[config.mk]
export PLATFORM = sky130hd
export DESIGN_NAME = amo_rmw_seq
export DESIGN_NICKNAME = d
export VERILOG_FILES = /design/src/rtl/amo_pkg.sv /design/src/rtl/amo_alu.sv /design/src/rtl/amo_phase_fsm.sv /design/src/rtl/amo_rmw_seq.sv
export SDC_FILE = /design/constraint.sdc
export NUM_CORES = 1
export LEC_CHECK = 0
export CORE_MARGIN = 4
export CORE_UTILIZATION = 58
export CTS_CLUSTER_SIZE = 40
export DETAILED_ROUTE_END_ITERATION = 8
export GPL_TIMING_DRIVEN = 0
export PLACE_DENSITY = 0.94
export SYNTH_ARGS = -nofsm -noshare
export SYNTH_HDL_FRONTEND = slang
export SYNTH_SLANG_ARGS = --single-unit
[constraint.sdc]
create_clock -name clk -period 8 [get_ports clk]
set_input_delay 1.2 -clock clk [delete_from_list [all_inputs] [get_ports clk]]
set_output_delay 1.2 -clock clk [all_outputs]
set_load 0.005 [all_outputs]
[src/rtl/amo_pkg.sv]
package amo_pkg;

  typedef enum logic [3:0] {
    AMO_SWAP = 4'd0,
    AMO_ADD  = 4'd1,
    AMO_XOR  = 4'd2,
    AMO_AND  = 4'd3,
    AMO_OR   = 4'd4,
    AMO_MIN  = 4'd5,
    AMO_MAX  = 4'd6,
    AMO_MINU = 4'd7,
    AMO_MAXU = 4'd8
  } amo_op_e;

  typedef enum logic [3:0] {
    ALU_ADD, ALU_AND, ALU_OR, ALU_XOR, ALU_PASSB,
    ALU_MIN, ALU_MAX, ALU_MINU, ALU_MAXU
  } alu_op_e;

  typedef enum logic [2:0] {
    PH_IDLE  = 3'd0,
    PH_RDATA = 3'd1,
    PH_WADDR = 3'd2,
    PH_WDATA = 3'd3,
    PH_ERR   = 3'd4
  } phase_e;

  // Atomic opcodes are lowered onto ordinary ALU operations; swap is a
  // passthrough of operand B.
  function automatic alu_op_e amo_to_alu(input logic [3:0] code);
    case (code)
      AMO_ADD:  return ALU_ADD;
      AMO_XOR:  return ALU_XOR;
      AMO_AND:  return ALU_AND;
      AMO_OR:   return ALU_OR;
      AMO_MIN:  return ALU_MIN;
      AMO_MAX:  return ALU_MAX;
      AMO_MINU: return ALU_MINU;
      AMO_MAXU: return ALU_MAXU;
      default:  return ALU_PASSB;
    endcase
  endfunction

endpackage

[src/rtl/amo_alu.sv]
module amo_alu
  import amo_pkg::*;
#(
  parameter int W = 32
) (
  input  alu_op_e        op,
  input  logic [W-1:0]   op_a,
  input  logic [W-1:0]   op_b,
  output logic [W-1:0]   result
);

  logic [W:0]   diff;
  logic         is_unsigned;
  logic         lt;
  logic [W-1:0] lesser, greater;

  // One subtractor serves both compares: the borrow gives the unsigned
  // order, the sign of the difference the signed order when signs agree.
  assign diff        = {1'b0, op_a} - {1'b0, op_b};
  assign is_unsigned = (op == ALU_MINU) || (op == ALU_MAXU);
  assign lt = is_unsigned ? diff[W] :
              (op_a[W-1] ^ op_b[W-1]) ? op_a[W-1] : diff[W-1];

  assign lesser  = lt ? op_a : op_b;
  assign greater = lt ? op_b : op_a;

  always_comb begin
    case (op)
      ALU_ADD:   result = op_a + op_b;
      ALU_AND:   result = op_a & op_b;
      ALU_OR:    result = op_a | op_b;
      ALU_XOR:   result = op_a ^ op_b;
      ALU_MIN,
      ALU_MINU:  result = lesser;
      ALU_MAX,
      ALU_MAXU:  result = greater;
      default:   result = op_b;
    endcase
  end

endmodule

[src/rtl/amo_phase_fsm.sv]
module amo_phase_fsm
  import amo_pkg::*;
(
  input  logic   clk,
  input  logic   rst_n,
  input  logic   start_ok,
  input  logic   start_bad,
  input  logic   aph_ready,
  input  logic   dph_ready,
  input  logic   dph_err,
  output phase_e phase
);

  phase_e phase_nx;

  always_comb begin
    phase_nx = phase;
    case (phase)
      PH_IDLE:  if (start_bad) phase_nx = PH_ERR;
                else if (start_ok) phase_nx = PH_RDATA;
      PH_RDATA: if (dph_ready) phase_nx = dph_err ? PH_ERR : PH_WADDR;
      PH_WADDR: if (aph_ready) phase_nx = PH_WDATA;
      PH_WDATA: if (dph_ready) phase_nx = dph_err ? PH_ERR : PH_IDLE;
      default:  phase_nx = PH_IDLE;
    endcase
  end

  always_ff @(posedge clk or negedge rst_n) begin
    if (!rst_n) phase <= PH_IDLE;
    else        phase <= phase_nx;
  end

  // the error phase is never reached from the write address phase
  a_r7_err_not_from_waddr: assert property (@(posedge clk) disable iff (!rst_n)
    phase == PH_ERR |-> $past(phase) != PH_WADDR);

  // the error phase never stalls
  a_r7_err_one_cycle: assert property (@(posedge clk) disable iff (!rst_n)
    phase == PH_ERR |=> phase == PH_IDLE);

  // the write address phase only follows a completed read
  a_r4_waddr_after_read: assert property (@(posedge clk) disable iff (!rst_n)
    phase == PH_WADDR |-> ($past(phase) == PH_RDATA || $past(phase) == PH_WADDR));

endmodule

[src/rtl/amo_rmw_seq.sv]
module amo_rmw_seq
  import amo_pkg::*;
#(
  parameter int DATA_W = 32,
  parameter int ADDR_W = 32
) (
  input  logic              clk,
  input  logic              rst_n,
  input  logic              req_valid,
  output logic              req_ready,
  input  logic [3:0]        req_op,
  input  logic [ADDR_W-1:0] req_addr,
  input  logic [DATA_W-1:0] req_operand,
  input  logic              excl_busy,
  output logic              rsp_valid,
  input  logic              rsp_ready,
  output logic [DATA_W-1:0] rsp_rdata,
  output logic              rsp_trap,
  output logic              bus_aph_valid,
  input  logic              bus_aph_ready,
  output logic              bus_aph_write,
  output logic [ADDR_W-1:0] bus_aph_addr,
  output logic              bus_lock,
  input  logic              bus_dph_ready,
  input  logic              bus_dph_err,
  input  logic [DATA_W-1:0] bus_rdata,
  output logic [DATA_W-1:0] bus_wdata
);

  localparam int ALIGN_W = $clog2(DATA_W / 8);

  phase_e            phase;
  logic              idle_free, misaligned, accept;
  logic [3:0]        op_q;
  logic [ADDR_W-1:0] addr_q;
  logic [DATA_W-1:0] operand_q, load_q, wdata_q, alu_out;

  // ---------------- request side ----------------
  assign idle_free  = (phase == PH_IDLE) && !rsp_valid && !excl_busy;
  assign misaligned = |req_addr[ALIGN_W-1:0];
  assign req_ready  = idle_free && (misaligned || bus_aph_ready);
  assign accept     = req_valid && req_ready;

  always_ff @(posedge clk or negedge rst_n) begin
    if (!rst_n) begin
      op_q      <= '0;
      addr_q    <= '0;
      operand_q <= '0;
    end else if (accept) begin
      op_q      <= req_op;
      addr_q    <= req_addr;
      operand_q <= req_operand;
    end
  end

  a_r10_busy_blocks: assert property (@(posedge clk) disable iff (!rst_n)
    excl_busy |-> !req_ready);

  // ---------------- phase sequence ----------------
  amo_phase_fsm u_fsm (
    .clk       (clk),
    .rst_n     (rst_n),
    .start_ok  (accept && !misaligned),
    .start_bad (accept && misaligned),
    .aph_ready (bus_aph_ready),
    .dph_ready (bus_dph_ready),
    .dph_err   (bus_dph_err),
    .phase     (phase)
  );

  // ---------------- address phase drive ----------------
  assign bus_aph_valid = (phase == PH_WADDR) ||
                         ((phase == PH_IDLE) && req_valid && idle_free && !misaligned);
  assign bus_aph_write = (phase == PH_WADDR);
  assign bus_aph_addr  = (phase == PH_IDLE) ? req_addr : addr_q;
  assign bus_lock      = bus_aph_valid || (phase == PH_RDATA) ||
                         (phase == PH_WADDR) || (phase == PH_WDATA);

  // an address phase never carries a misaligned address
  a_r9_aligned_aph: assert property (@(posedge clk) disable iff (!rst_n)
    bus_aph_valid |-> bus_aph_addr[ALIGN_W-1:0] == '0);

  // ---------------- load capture ----------------
  always_ff @(posedge clk or negedge rst_n) begin
    if (!rst_n)                                 load_q <= '0;
    else if (phase == PH_RDATA && bus_dph_ready) load_q <= bus_rdata;
  end

  // the holding register moves only on a completed read data phase
  a_r6_capture_gate: assert property (@(posedge clk) disable iff (!rst_n)
    !(phase == PH_RDATA && bus_dph_ready) |=> $stable(load_q));

  // ---------------- modify and write data ----------------
  amo_alu #(.W(DATA_W)) u_alu (
    .op     (amo_to_alu(op_q)),
    .op_a   (load_q),
    .op_b   (operand_q),
    .result (alu_out)
  );

  always_ff @(posedge clk or negedge rst_n) begin
    if (!rst_n)                                  wdata_q <= '0;
    else if (phase == PH_WADDR && bus_aph_ready) wdata_q <= alu_out;
  end

  assign bus_wdata = (phase == PH_WDATA) ? wdata_q : '0;

  // ---------------- response ----------------
  always_ff @(posedge clk or negedge rst_n) begin
    if (!rst_n) begin
      rsp_valid <= 1'b0;
      rsp_rdata <= '0;
      rsp_trap  <= 1'b0;
    end else if (phase == PH_WDATA && bus_dph_ready && !bus_dph_err) begin
      rsp_valid <= 1'b1;
      rsp_rdata <= load_q;
      rsp_trap  <= 1'b0;
    end else if (phase == PH_ERR) begin
      rsp_valid <= 1'b1;
      rsp_rdata <= '0;
      rsp_trap  <= 1'b1;
    end else if (rsp_valid && rsp_ready) begin
      rsp_valid <= 1'b0;
    end
  end

  // a waiting response is held unchanged
  a_r10_rsp_hold: assert property (@(posedge clk) disable iff (!rst_n)
    rsp_valid && !rsp_ready |=> rsp_valid && $stable(rsp_rdata) && $stable(rsp_trap));

endmodule

# After elaboration in Yosys (flattened, before gate mapping)
# Memories as Yosys holds them, arrays and structs flattened.
# Index checks and enable logic that the tools add are counted.
[totals] out_inout_bits=102 regBits=169 memories=1 input_bits=108 mem_bits_ro=64 word_cells=85
[classes] mux=22 n_eq_ne=15 n_reduce_logical=32 bitwise=4 add_sub_neg=2
[mem_list] name="(name not given)" words=16 word_bits=4 read_ports=1 rd_ports_with_merged_regs=0 wr=0 line_no="amo_pkg.sv:31" rtl="case (code)"
[ops] cell="$mux 32" n=6
[ops] cell="$pmux 32 s6" n=1
[ops] cell="$sub 32x32->33" n=1
[ops] cell="$add 32x32->32" n=1
[ops] cell="$and 32x32->32" n=1
[ops] cell="$or 32x32->32" n=1
[ops] cell="$xor 32x32->32" n=1
[ops] cell="$mux 3" n=7
[ops] cell="$logic_and 1x1->1" n=14
[ops] cell="$eq 4x3->1 const B" n=3
[ops] cell="$pmux 3 s4" n=1
[ops] cell="$eq 4x2->1 const B" n=2
[ops] cell="$mux 1" n=7
[ops] cell="$eq 3x2->1 const B" n=2
[ops] cell="$logic_or 1x1->1" n=6
[ops] cell="$ne 2x2->1 const B" n=3
[ops] cell="$reduce_or 2->1" n=3
[ops] cell="$eq 4x1->1 const B" n=1
[ops] cell="$eq 4x4->1 const B" n=1
[ops] cell="$logic_not 1->1" n=4
[ops] cell="$logic_not 4->1" n=1
[ops] cell="$reduce_and 4->1" n=1
[ops] cell="$eq 3x1->1 const B" n=1
[ops] cell="$eq 3x3->1 const B" n=1
[ops] cell="5 further kinds" n=5

# Longest topological paths before layout
# Gate-level depths: netlist of the first run.
[depth] ltp_word=9 depth_mapped=20 depth_no_buf=18

# By module
# A second synthesis of the first run with hierarchy kept.
[unflattened] cells_unflattened=1158 area_unflattened_um2=11823.8
[modules_own_cells] module="amo_rmw_seq" cells_each=457 area_per_inst_um2=6852.8 n_inst=1 seq_area_each_um2=4154.0
[modules_own_cells] module="amo_alu" cells_each=689 area_per_inst_um2=4822.1 n_inst=1 seq_area_each_um2=0.0
[modules_own_cells] module="amo_phase_fsm" cells_each=12 area_per_inst_um2=148.9 n_inst=1 seq_area_each_um2=75.1

# Least setup slack after synthesis of the first run
# No wires, ideal clock.
[synth_path] path_type="reg-to-reg" start="register load_q[16]" end="register wdata_q[5]" slack_ns=3.721 path_stages_with_launch=20 arrival_time_ns=4.136 required_ns=7.857 synth_period_minus_slack_ns=4.279 n_path_buf=2 setup_ns=0.143 cell_sequence="dfrtp_1 -> inv_1 -> ha_1 -> clkbuf_1 -> or4_1 -> nor3_1 -> o311ai_1 -> a21oi_1 -> nor2_1 -> nor2_1 -> nor2_1 -> fa_1 -> mux2_2 -> nand2_1 -> nor2_1 -> a2111oi_4 -> o211ai_4 -> buf_6 -> a2111oi_4 -> o221ai_1"
[synth_between] elab_chain_len=5 elab_cells_between_ends=6 classes_between="add/sub: 1; mux: 5"
[synth_lines] element="from (decl)" line_no="amo_rmw_seq.sv:36" rtl="logic [DATA_W-1:0] operand_q, load_q, wdata_q, alu_out;"
[synth_lines] element="from (signal assigned)" line_no="amo_rmw_seq.sv:86" rtl="else if (phase == PH_RDATA && bus_dph_ready) load_q <= bus_rdata;"
[synth_lines] element="$sub 32x32->33 *" line_no="amo_alu.sv:19" rtl="assign diff = {1'b0, op_a} - {1'b0, op_b};"
[synth_lines] element="$mux 1" line_no="amo_alu.sv:22" rtl="(op_a[W-1] ^ op_b[W-1]) ? op_a[W-1] : diff[W-1];"
[synth_lines] element="$mux 1 *" line_no="amo_alu.sv:21" rtl="assign lt = is_unsigned ? diff[W] :"
[synth_lines] element="$mux 32 (on tied branches)" line_no="amo_alu.sv:25, amo_alu.sv:24"
[synth_lines] element="$pmux 32 s6 *" line_no="amo_alu.sv:28" rtl="case (op)"
[synth_lines] element="to (signal assigned)" line_no="amo_rmw_seq.sv:103" rtl="else if (phase == PH_WADDR && bus_aph_ready) wdata_q <= alu_out;"
[synth_lines] element="to (decl)" line_no="amo_rmw_seq.sv:36"
# Mark *: on every way between the ends. The rest lies on a longest branch, timed or not.
# A chain may end at the register's enable or synchronous reset.

# Final worst setup path of the first run
[layout_path] start="register operand_q[17]" end="register wdata_q[22]"
[layout_between] elab_chain_len=5 elab_cells_between_ends=7 classes_between="add/sub: 2; mux: 5"
[layout_lines] element="from (decl)" line_no="amo_rmw_seq.sv:36"
[layout_lines] element="from (signal assigned)" line_no="amo_rmw_seq.sv:52" rtl="operand_q <= req_operand;"
[layout_lines] element="$sub 32x32->33" line_no="amo_alu.sv:19"
[layout_lines] element="$mux 1" line_no="amo_alu.sv:22"
[layout_lines] element="$mux 1" line_no="amo_alu.sv:21"
[layout_lines] element="$mux 32 (on tied branches)" line_no="amo_alu.sv:25, amo_alu.sv:24"
[layout_lines] element="$pmux 32 s6 *" line_no="amo_alu.sv:28"
# Marked as above.

==> results of run 1 <==
## cell families (layout without fill, tap and decap cells)
| group | after synthesis | after routing | synth area share (%) |
|---|---|---|---|
| mux | 102 | 102 | 9.95 |
| buf+inv | 162 | 405 | 5.35 |
| xor+xnor | 9 | 9 | 0.684 |
| flops | 169 | 169 | 36.7 |
| simple gates | 379 | 379 | 15.7 |
| compound gates | 364 | 364 | 20.8 |
| fa+ha+maj | 98 | 98 | 10.8 |
## routing by layer
metal / GRT usage, % / vias up
li1: - / 5008
met1: 47.6 / 5477
met2: 61.6 / 709
met3: 8.99 / 125
met4: 15.0 / 0
met5: 0 / -
## layout make-up
class                           count  area [sq um]  area share [%]
Sequential cell                   169          4230            29.0
Clock buffer                       18           439            3.01
Multi-Input combinational cell    952          6690            45.9
Buffer                             81           313            2.14
Inverter                           81           304            2.08
Tap cell                          265           332            2.27
Timing Repair Buffer              211          2140            14.6
Clock inverter                     14           151            1.04
## power breakdown
group	leakage [nW]	switching (mW)	internal (mW)
Sequential	2.07	0.383	1.28
Clock	0.287	0.421	0.426
Combinational	3.88	2.35	1.67
## worst paths after layout
check	start	end	depth (start not counted)	slack, ns
max	operand_q[17]	wdata_q[22]	19	2.34
min	wdata_q[8]	wdata_q[8]	2	0.49
max reg2reg	operand_q[17]	wdata_q[22]	19	2.34
min reg2reg	wdata_q[8]	wdata_q[8]	2	0.49
max in group asynchronous	rst_n	wdata_q[30]	2	6.41
min in group asynchronous	rst_n	rsp_rdata[11]	1	0.73
## Yosys cell counts, types with 7 or more instances
| cell | number | area share (%) |
|---|---|---|
| sky130_fd_sc_hd__a211o_1 | 8 | 0.61 |
| sky130_fd_sc_hd__a211oi_1 | 20 | 1.3 |
| sky130_fd_sc_hd__a21o_1 | 17 | 1.1 |
| sky130_fd_sc_hd__a21oi_1 | 81 | 3.5 |
| sky130_fd_sc_hd__a221oi_1 | 20 | 1.5 |
| sky130_fd_sc_hd__a22oi_1 | 10 | 0.65 |
| sky130_fd_sc_hd__a31oi_1 | 12 | 0.65 |
| sky130_fd_sc_hd__and2_1 | 39 | 2.1 |
| sky130_fd_sc_hd__and3_1 | 8 | 0.43 |
| sky130_fd_sc_hd__buf_1 | 8 | 0.26 |
| sky130_fd_sc_hd__clkbuf_1 | 71 | 2.3 |
| sky130_fd_sc_hd__dfrtp_1 | 169 | 37 |
| sky130_fd_sc_hd__ha_1 | 96 | 10 |
| sky130_fd_sc_hd__inv_1 | 81 | 2.6 |
| sky130_fd_sc_hd__mux2_2 | 101 | 9.9 |
| sky130_fd_sc_hd__nand2_1 | 146 | 4.8 |
| sky130_fd_sc_hd__nand2b_1 | 9 | 0.49 |
| sky130_fd_sc_hd__nand3_1 | 18 | 0.78 |
| sky130_fd_sc_hd__nor2_1 | 76 | 2.5 |
| sky130_fd_sc_hd__nor3_1 | 34 | 1.5 |
| sky130_fd_sc_hd__nor3b_1 | 8 | 0.52 |
| sky130_fd_sc_hd__o211ai_1 | 12 | 0.78 |
| sky130_fd_sc_hd__o21ai_0 | 112 | 4.9 |
| sky130_fd_sc_hd__or3_1 | 7 | 0.38 |
## worst reg2reg max path, delay by kind of cell (launching register included)
kind / cells / cell delay, ns
DFF: 1 / 0.46
and+or+nand+nor: 7 / 1.52
muxes: 1 / 0.29
adders and majority gates: 2 / 0.72
buffers and inverters: 3 / 0.84
AOI/OAI and AO/OA: 6 / 1.72
## metrics by stage
| step | TNS [ns] | setup slack [ns] | std cells | cell area [sq um] | power, mW |
|---|---|---|---|---|---|
| final | 0 | 2.34 | 1791 | 14600 | 6.53 |
| after global routing | 0 | 2.19 | 1791 | 14600 | 6.91 |
| after CTS | 0 | 2.51 | 1791 | 14600 | 6.42 |
| after detailed placement | 0 | 2.58 | 1759 | 14000 | 5.55 |
| after global placement | -201.87 | -1.21 | 1757 | 14000 | 5.42 |
| after floorplan | 0 | 3.72 | 1283 | 11500 | 4.05 |
## state kept, by name (all words and copies together), names as in the netlist
name / count
addr_q: 32
u_fsm.phase: 3
load_q: 32
op_q: 4
rsp_trap: 1
operand_q: 32
rsp_valid: 1
wdata_q: 32
rsp_rdata: 32
==> flow_results.org, run 1 <==
** Clock network
- Number of hold buffers added after CTS :: 0
- Maximum root-to-sink buffer count :: 2
- Number of buffers inserted by post-CTS setup repair :: 0
- PostCTS Resize Cnt :: 0
- Count of H-tree levels built during CTS :: 4
- The later pin in the worst-skew pair is clocked with a latency of roughly 0.45 ns.
- TritonCTS built the clock tree.
- Root buffer selected by CTS :: sky130_fd_sc_hd__clkbuf_16
- TritonCTS Buffers :: 17
- Clock tree synthesis found a total of 169 sinks.
- Reg clk slew, reported paths :: about 0.080 ns

** Routing
- Signal routing reaches up to met4.
- Violation count after the first detailed-routing iteration :: approximately 1400
- In the final routing, the length of wire on met1 measures between 15000 and 20000 um.
- Total routed wirelength :: between 40000 and 50000 um
- WL/cell :: approximately 23 um
- Met2 layer wire length in the routed design :: between 15000 and 20000 um
- Post-detailed-route count of antenna-violating nets :: 0
- The first detailed-routing pass ran for 7 iterations.
- Drc violations :: 0
- The routed layout has between 10000 and 15000 vias.
- Detailed routing placed a total of approximately 4400 um of wire on met3.
- Dividing the detail-routed via count by the number of cells gives 6.32.

** GRT
- Entering global routing, the biggest net connects 86 pins.
- The first global-routing pass estimated 63700 um of wire.
- Vias in the first global route :: roughly 11000
- Remaining global-route overflow :: 0
- The number of antenna violations at the first check in global routing came to 0.
- Global routing used 37.4% of the available tracks.

** Worst setup path
- Delay of the slowest cell on the worst path :: between 0.5 and 0.6 ns
- CP dominant cell by count :: sky130_fd_sc_hd__nor2_1
- Critical path arrival :: 5.99 ns
- Counting both buffers and inverters, the worst setup path holds a total of 3.
- Maximum fanout along the worst path :: 10
- Worst path required time :: about 8.3 ns
- Startpoint Class :: flip-flop
- Cells along the critical path :: inv_1 -> ha_1 -> clkbuf_1 -> or4_1 -> nor3_1 -> o311ai_1 -> a21oi_1 -> nor2_1 -> nor2_1 -> nor2_1 -> fa_1 -> mux2_2 -> nand2_1 -> nor2_1 -> a2111oi_4 -> o211ai_4 -> clkbuf_1 -> a221oi_1 -> a21oi_1
- STA classifies the critical path endpoint as a flip-flop.
- The largest individual stage delay along the critical path comes from the cell sky130_fd_sc_hd__nor3_1.
- WS Path Type :: flip-flop to flip-flop
- The cell family contributing the most delay on the critical path is compound AO/OA/AOI/OAI gates.

** Yosys
- Yosys mapped a number of flops with a built-in enable equal to 0.
- Synthesized Nets :: 1489
- Synthesis inferred about 170 register bits.
- In this run, distinct cell masters in the synthesized netlist total 71.
- Primary FF master, synth :: sky130_fd_sc_hd__dfrtp_1
- Warning count from the yosys run :: 0
- The mapped netlist covers about 12000 sq um.
- Synthesis produced a netlist whose cell count is around 1300.
- Mean Syn Cell Area :: approximately 9.0 sq um
- For this run, asynchronously set or reset flops after synthesis account for 100%.
- Summing the sequential cell areas from Yosys gives between 30% and 40% of the chip area.

** Layout
- Leading cell type in the layout, fill and taps excluded :: sky130_fd_sc_hd__clkdlybuf4s50_1
- Cells with a size suffix above 1 make up 10.3% of the layout.
- Finished Core Util :: between 70% and 80%
- FILL cells :: roughly 1400
- Area grow syn2layout :: 26.6%
- Nets :: between 1500 and 2000
- Most frequent cells in the layout :: sky130_fd_sc_hd__clkdlybuf4s50_1, sky130_fd_sc_hd__dfrtp_1, sky130_fd_sc_hd__nand2_1
- 0 antenna diodes ended up in the layout.

** Power and ir drop
- IR Drop Worst-Case VDD :: between 0.2 and 0.3 mV
- Summed over all cells, the static leakage comes to 6.23 nW.
- PwrDens :: between 400 and 500 nW/um^2

** Floorplan
- Height of the die :: about 150 um
- Die area :: roughly 22000 sq um
- The initialized floorplan defines 51 standard-cell rows.
- The die is about 150 um wide.
- Starting Density :: between 50% and 60%
- Count of boundary I/O pins :: 210
- Standard cell core area :: 19500 sq um

** Timing
- Tmin final :: approximately 5.7 ns
- The number of failing hold endpoints at the final stage was 0.
- Setup violation total in the final timing report :: 0
- Measured against its own limit, the worst slew margin works out to between 10% and 20%.
- Of the available clock period, the critical path in the final layout requires between 70% and 80%.
- Max Fclk :: roughly 180 MHz
- Setup repair after global routing left no endpoint under its margin.
- Slew at the pin closest to its max-slew limit :: between 1 and 1.5 ns
- Hold WS :: ~0.49 ns
- Final count of pins violating max slew :: 0
- Post-Route Skew :: roughly 0.017 ns

** Worst hold path
- Kind of path behind the tightest hold check :: flip-flop to flip-flop

** Run status
- Run status :: complete, no violations

** Placement
- RD Place Congestion :: 0.995
- Buffers placed on the I/O ports in this run total ~210.
- HPWL after DPL :: 30800 um

** Job
- Max capacitance violation total :: 0
Note: power is estimated with default switching activity, not from simulation.
==> run 2: changes to the inputs <==
--- a/config.mk
+++ b/config.mk
@@ -6,11 +6,11 @@
 export NUM_CORES = 1
 export LEC_CHECK = 0
 export CORE_MARGIN = 4
-export CORE_UTILIZATION = 58
+export CORE_UTILIZATION = 54
 export CTS_CLUSTER_SIZE = 40
 export DETAILED_ROUTE_END_ITERATION = 8
 export GPL_TIMING_DRIVEN = 0
-export PLACE_DENSITY = 0.94
+export PLACE_DENSITY = 0.89
 export SYNTH_ARGS = -nofsm -noshare
 export SYNTH_HDL_FRONTEND = slang
 export SYNTH_SLANG_ARGS = --single-unit
==> constraint.sdc (replaced) <==
create_clock -name clk -period 5.7 [get_ports clk]
set_input_delay 0.855 -clock clk [delete_from_list [all_inputs] [get_ports clk]]
set_output_delay 0.855 -clock clk [all_outputs]
set_load 0.005 [all_outputs]
==> run 2 against run 1 <==
Clock skew is essentially flat. Critical path depth is the same. Die area grew 7.0%. Total power grew 40%. Clock-buffer cell count shrank 1. Via count shrank 1.2%. Cell area grew 0.23%. Largest cell class unchanged. Largest power group unchanged.
==> flow_results.org, run 2 (synthesis results as in run 1) <==
** Run status
- The run finished with clean final reports.

** Layout
- The antenna diode count came to 0 (unchanged).
- The fraction of layout cells with a size suffix above 1 is 10.2% (-0.059 points).
- Post-route insts no fill :: 1800 (+0.50%)
- The final instance area came to 14600 sq um (+0.23%).
- The net count of the finished layout came to 1719 (unchanged).
- Leaving out fill and tap cells, the most frequent cells in the layout are sky130_fd_sc_hd__clkdlybuf4s50_1, sky130_fd_sc_hd__dfrtp_1, sky130_fd_sc_hd__nand2_1.
- Leading cell type in the layout, fill and taps excluded :: sky130_fd_sc_hd__clkdlybuf4s50_1
- Compared with the post-synthesis result, the final layout area differs by 26.9%.

** Power and ir drop
- PwrDens :: 626 nW/um^2 (+40%)
- Sw Pwr :: 4.32 mW (+37%)
- The part of the total power dissipated in the clock network came to 13.7% (+0.7 points).
- The maximum vdd drop was 0.333 mV (+27%).
- The combinational power share was 60.8% (-0.8 points).
- The internal power contribution was 4.84 mW (+43%).
- Sequential fraction of design power :: 25.4% (about the same)
- Switching share of power :: 47.2% (-1.1 points)
- Leakage Power :: 6.25 nW (+0.18%)
- Pwr Total :: 9.16 mW (+40%)

** Clock network
- TritonCTS built the clock tree.
- The clock insertion delay at the later pin of the skew report was 0.45 ns (about the same).
- Number of buffers inserted by post-CTS setup repair :: 0 (unchanged)
- Count of H-tree levels built during CTS :: 4 (unchanged)
- The clock input transition at the sequential cells of the worst setup and hold paths was 0.07 ns (about the same).
- The number of clock sinks seen by CTS came to 169 (unchanged).
- TritonCTS Buffers :: 17 (unchanged)
- The number of instances resized during post-cts repair was 0 (unchanged).
- Maximum root-to-sink buffer count :: 2 (unchanged)
- The number of hold buffers added after cts is 0 (unchanged).
- In this run the clock root is driven by a sky130_fd_sc_hd__clkbuf_16.

** Job
- The max-cap violation count was 0 (unchanged).

** Routing
- Violation count after the first detailed-routing iteration :: 1097 (-19%)
- Total via count after detailed routing :: 11200 (-1.2%)
- The wire length per cell after detailed routing was 22.7 um (-2.6%).
- The routed via count divided by cell count was 6.21 (-1.7%).
- The number of routed nets with antenna violations was 0 (unchanged).
- The final wirelength came to 40900 um (-2.2%).
- Iteration count of the initial detailed-routing pass :: 9 (+2)
- The DRC violation count after routing came to 0 (unchanged).

** Worst hold path
- Kind of path behind the tightest hold check :: input port to asynchronous set/reset pin

** Timing
- Fin crit share :: 96.9% (+26 points)
- Tmin final :: 5.52 ns (-0.139 ns)
- The highest achievable clock rate is 181 MHz (+2.5%).
- The slew at the pin closest to its max-slew limit is 1.35 ns (+0.0848 ns).
- The total count of max-transition violations in the final report is 0 (unchanged).
- Setup violation total in the final timing report :: 0 (unchanged)
- Number of endpoints with negative hold slack in the final report :: 0 (unchanged)
- Worst-case headroom to the max-slew limit :: 9.41% (-5.7 points)
- Setup repair after global routing left no endpoint under its margin.
- Post-Route Skew :: 0.0165 ns (-0.0000619 ns)

** GRT
- The number of antenna violations at the first check in global routing came to 0 (unchanged).
- The wire length of the first global-routing pass came to 63300 um (-0.66%).
- Vias in the first global route :: 11500 (+2.5%)
- All-layer global routing usage :: 33.9% (-3.5 points)
- Remaining global-route overflow :: 0 (unchanged)
- The maximum number of pins on one net before global-route repair was 117 (+36%).

** Worst setup path
- The signal on the critical path passes through inv_1 -> ha_1 -> clkbuf_1 -> or4_1 -> nor3_1 -> o311ai_1 -> a21oi_1 -> nor2_1 -> nor2_1 -> nor2_1 -> fa_1 -> mux2_2 -> nand2_1 -> nor2_1 -> a2111oi_4 -> o211ai_4 -> clkbuf_1 -> a221oi_1 -> nor2_1.
- CP startpoint :: operand_q[12]
- The stage delay of the slowest cell on the critical path was 0.61 ns (+0.10 ns).
- The worst reg-to-reg path cell count came to 19 (unchanged).
- The worst setup path is launched from a flip-flop.
- Worst path required time :: 6.02 ns (-2.30 ns)
- The critical path is of the flip-flop to flip-flop type.
- Endpoint of the worst register-to-register path :: wdata_q[9]
- Critical path arrival :: 5.85 ns (-0.14 ns)
- CP dominant cell by count :: sky130_fd_sc_hd__nor2_1
- Maximum fanout along the worst path :: 10 (unchanged)
- On the critical path, the stage with the largest delay is an instance of sky130_fd_sc_hd__or4_1.
- Reg-to-Reg Start :: operand_q[12]
- Kind of end point of the critical path :: flip-flop
- The setup slack on the worst flop-to-flop path was 0.18 ns (-2.16 ns).
- CP Capture Point :: wdata_q[9]

** Placement
- The area after detailed placement is 14000 sq um (about the same).
- The estimated wirelength of the detail-placed design was 29400 um (-4.5%).
- RD Place Congestion :: 1.01 (+1.1%)
- The number of placed instances, taps included came to 1769 (+0.57%).
- Port Buffer Count :: 209 (unchanged)

** Floorplan
- Height of the die :: 154 um (+3.4%)
- Die area :: 23700 sq um (+7.0%)
- Standard cell core area :: 21000 sq um (+7.7%)
- Cell row count :: 53 (+3.9%)
- The initial cell density of the core came to 54.8% (-4.2 points).
- Die span in x :: 154 um (+3.4%)
- Count of boundary I/O pins :: 210 (unchanged)
## run 2: worst max-delay path, delay by kind of cell, from the launching register on
family	cells	cell delay, ns
flip-flops	1	0.43
adder cells (fa/ha/maj)	2	0.71
multiplexers	1	0.29
AND/OR/NAND/NOR	8	1.48
buffers and inverters	3	0.77
AO/OA/AOI/OAI	5	1.70
## run 2: routing by layer
layer,vias to the layer above,global-route usage (%),wire length [um]
met3,142,10.7,4600
met4,0,15.3,1850
li1,5013,-,-
met1,5375,41.4,15500
met2,649,55.0,19000
met5,-,0,0
## run 2: power groups by stage
stage | clock (mW) | combinational [mW] | sequential [mW]
floorplan | 0 | 3.52 | 2.16
global placement | 0 | 5.27 | 2.28
detailed placement | 0 | 5.37 | 2.32
CTS | 1.26 | 5.44 | 2.31
global route | 1.31 | 6.04 | 2.39
finish | 1.26 | 5.57 | 2.33
## run 2: stage by stage
stage | hold WS, ns | utilization, % | setup slack [ns] | TNS, ns
6_report | 0.308 | 69.6 | 0.176 | 0
5_1_grt | 0.349 | 69.6 | 0.00541 | 0
4_1_cts | 0.328 | 69.6 | 0.125 | 0
3_5_place_dp | 0.467 | 66.7 | 0.153 | 0
3_3_place_gp | 0.461 | 66.4 | -3.21 | -538.75
2_1_floorplan | 0.440 | - | 1.42 | 0
## run 2: cell type report
class	count	area, sq um
plain buffers	81	313
clock buffers	17	425
clock inverters	14	186
fillers	1576	6390
inverters	81	304
multi-input cells	952	6690
flip-flops and latches	169	4230
well taps	275	344
repair buffers	211	2140
## run 2: worst min path at each step
stage                      startpoint            end  cells after the start
after CTS                       rst_n   operand_q[9]                      1
after global placement    wdata_q[13]    wdata_q[13]                      2
after floorplan           wdata_q[28]    wdata_q[28]                      2
final                           rst_n   operand_q[9]                      1
after global routing            rst_n  rsp_rdata[11]                      1
after detailed placement   wdata_q[8]     wdata_q[8]                      2
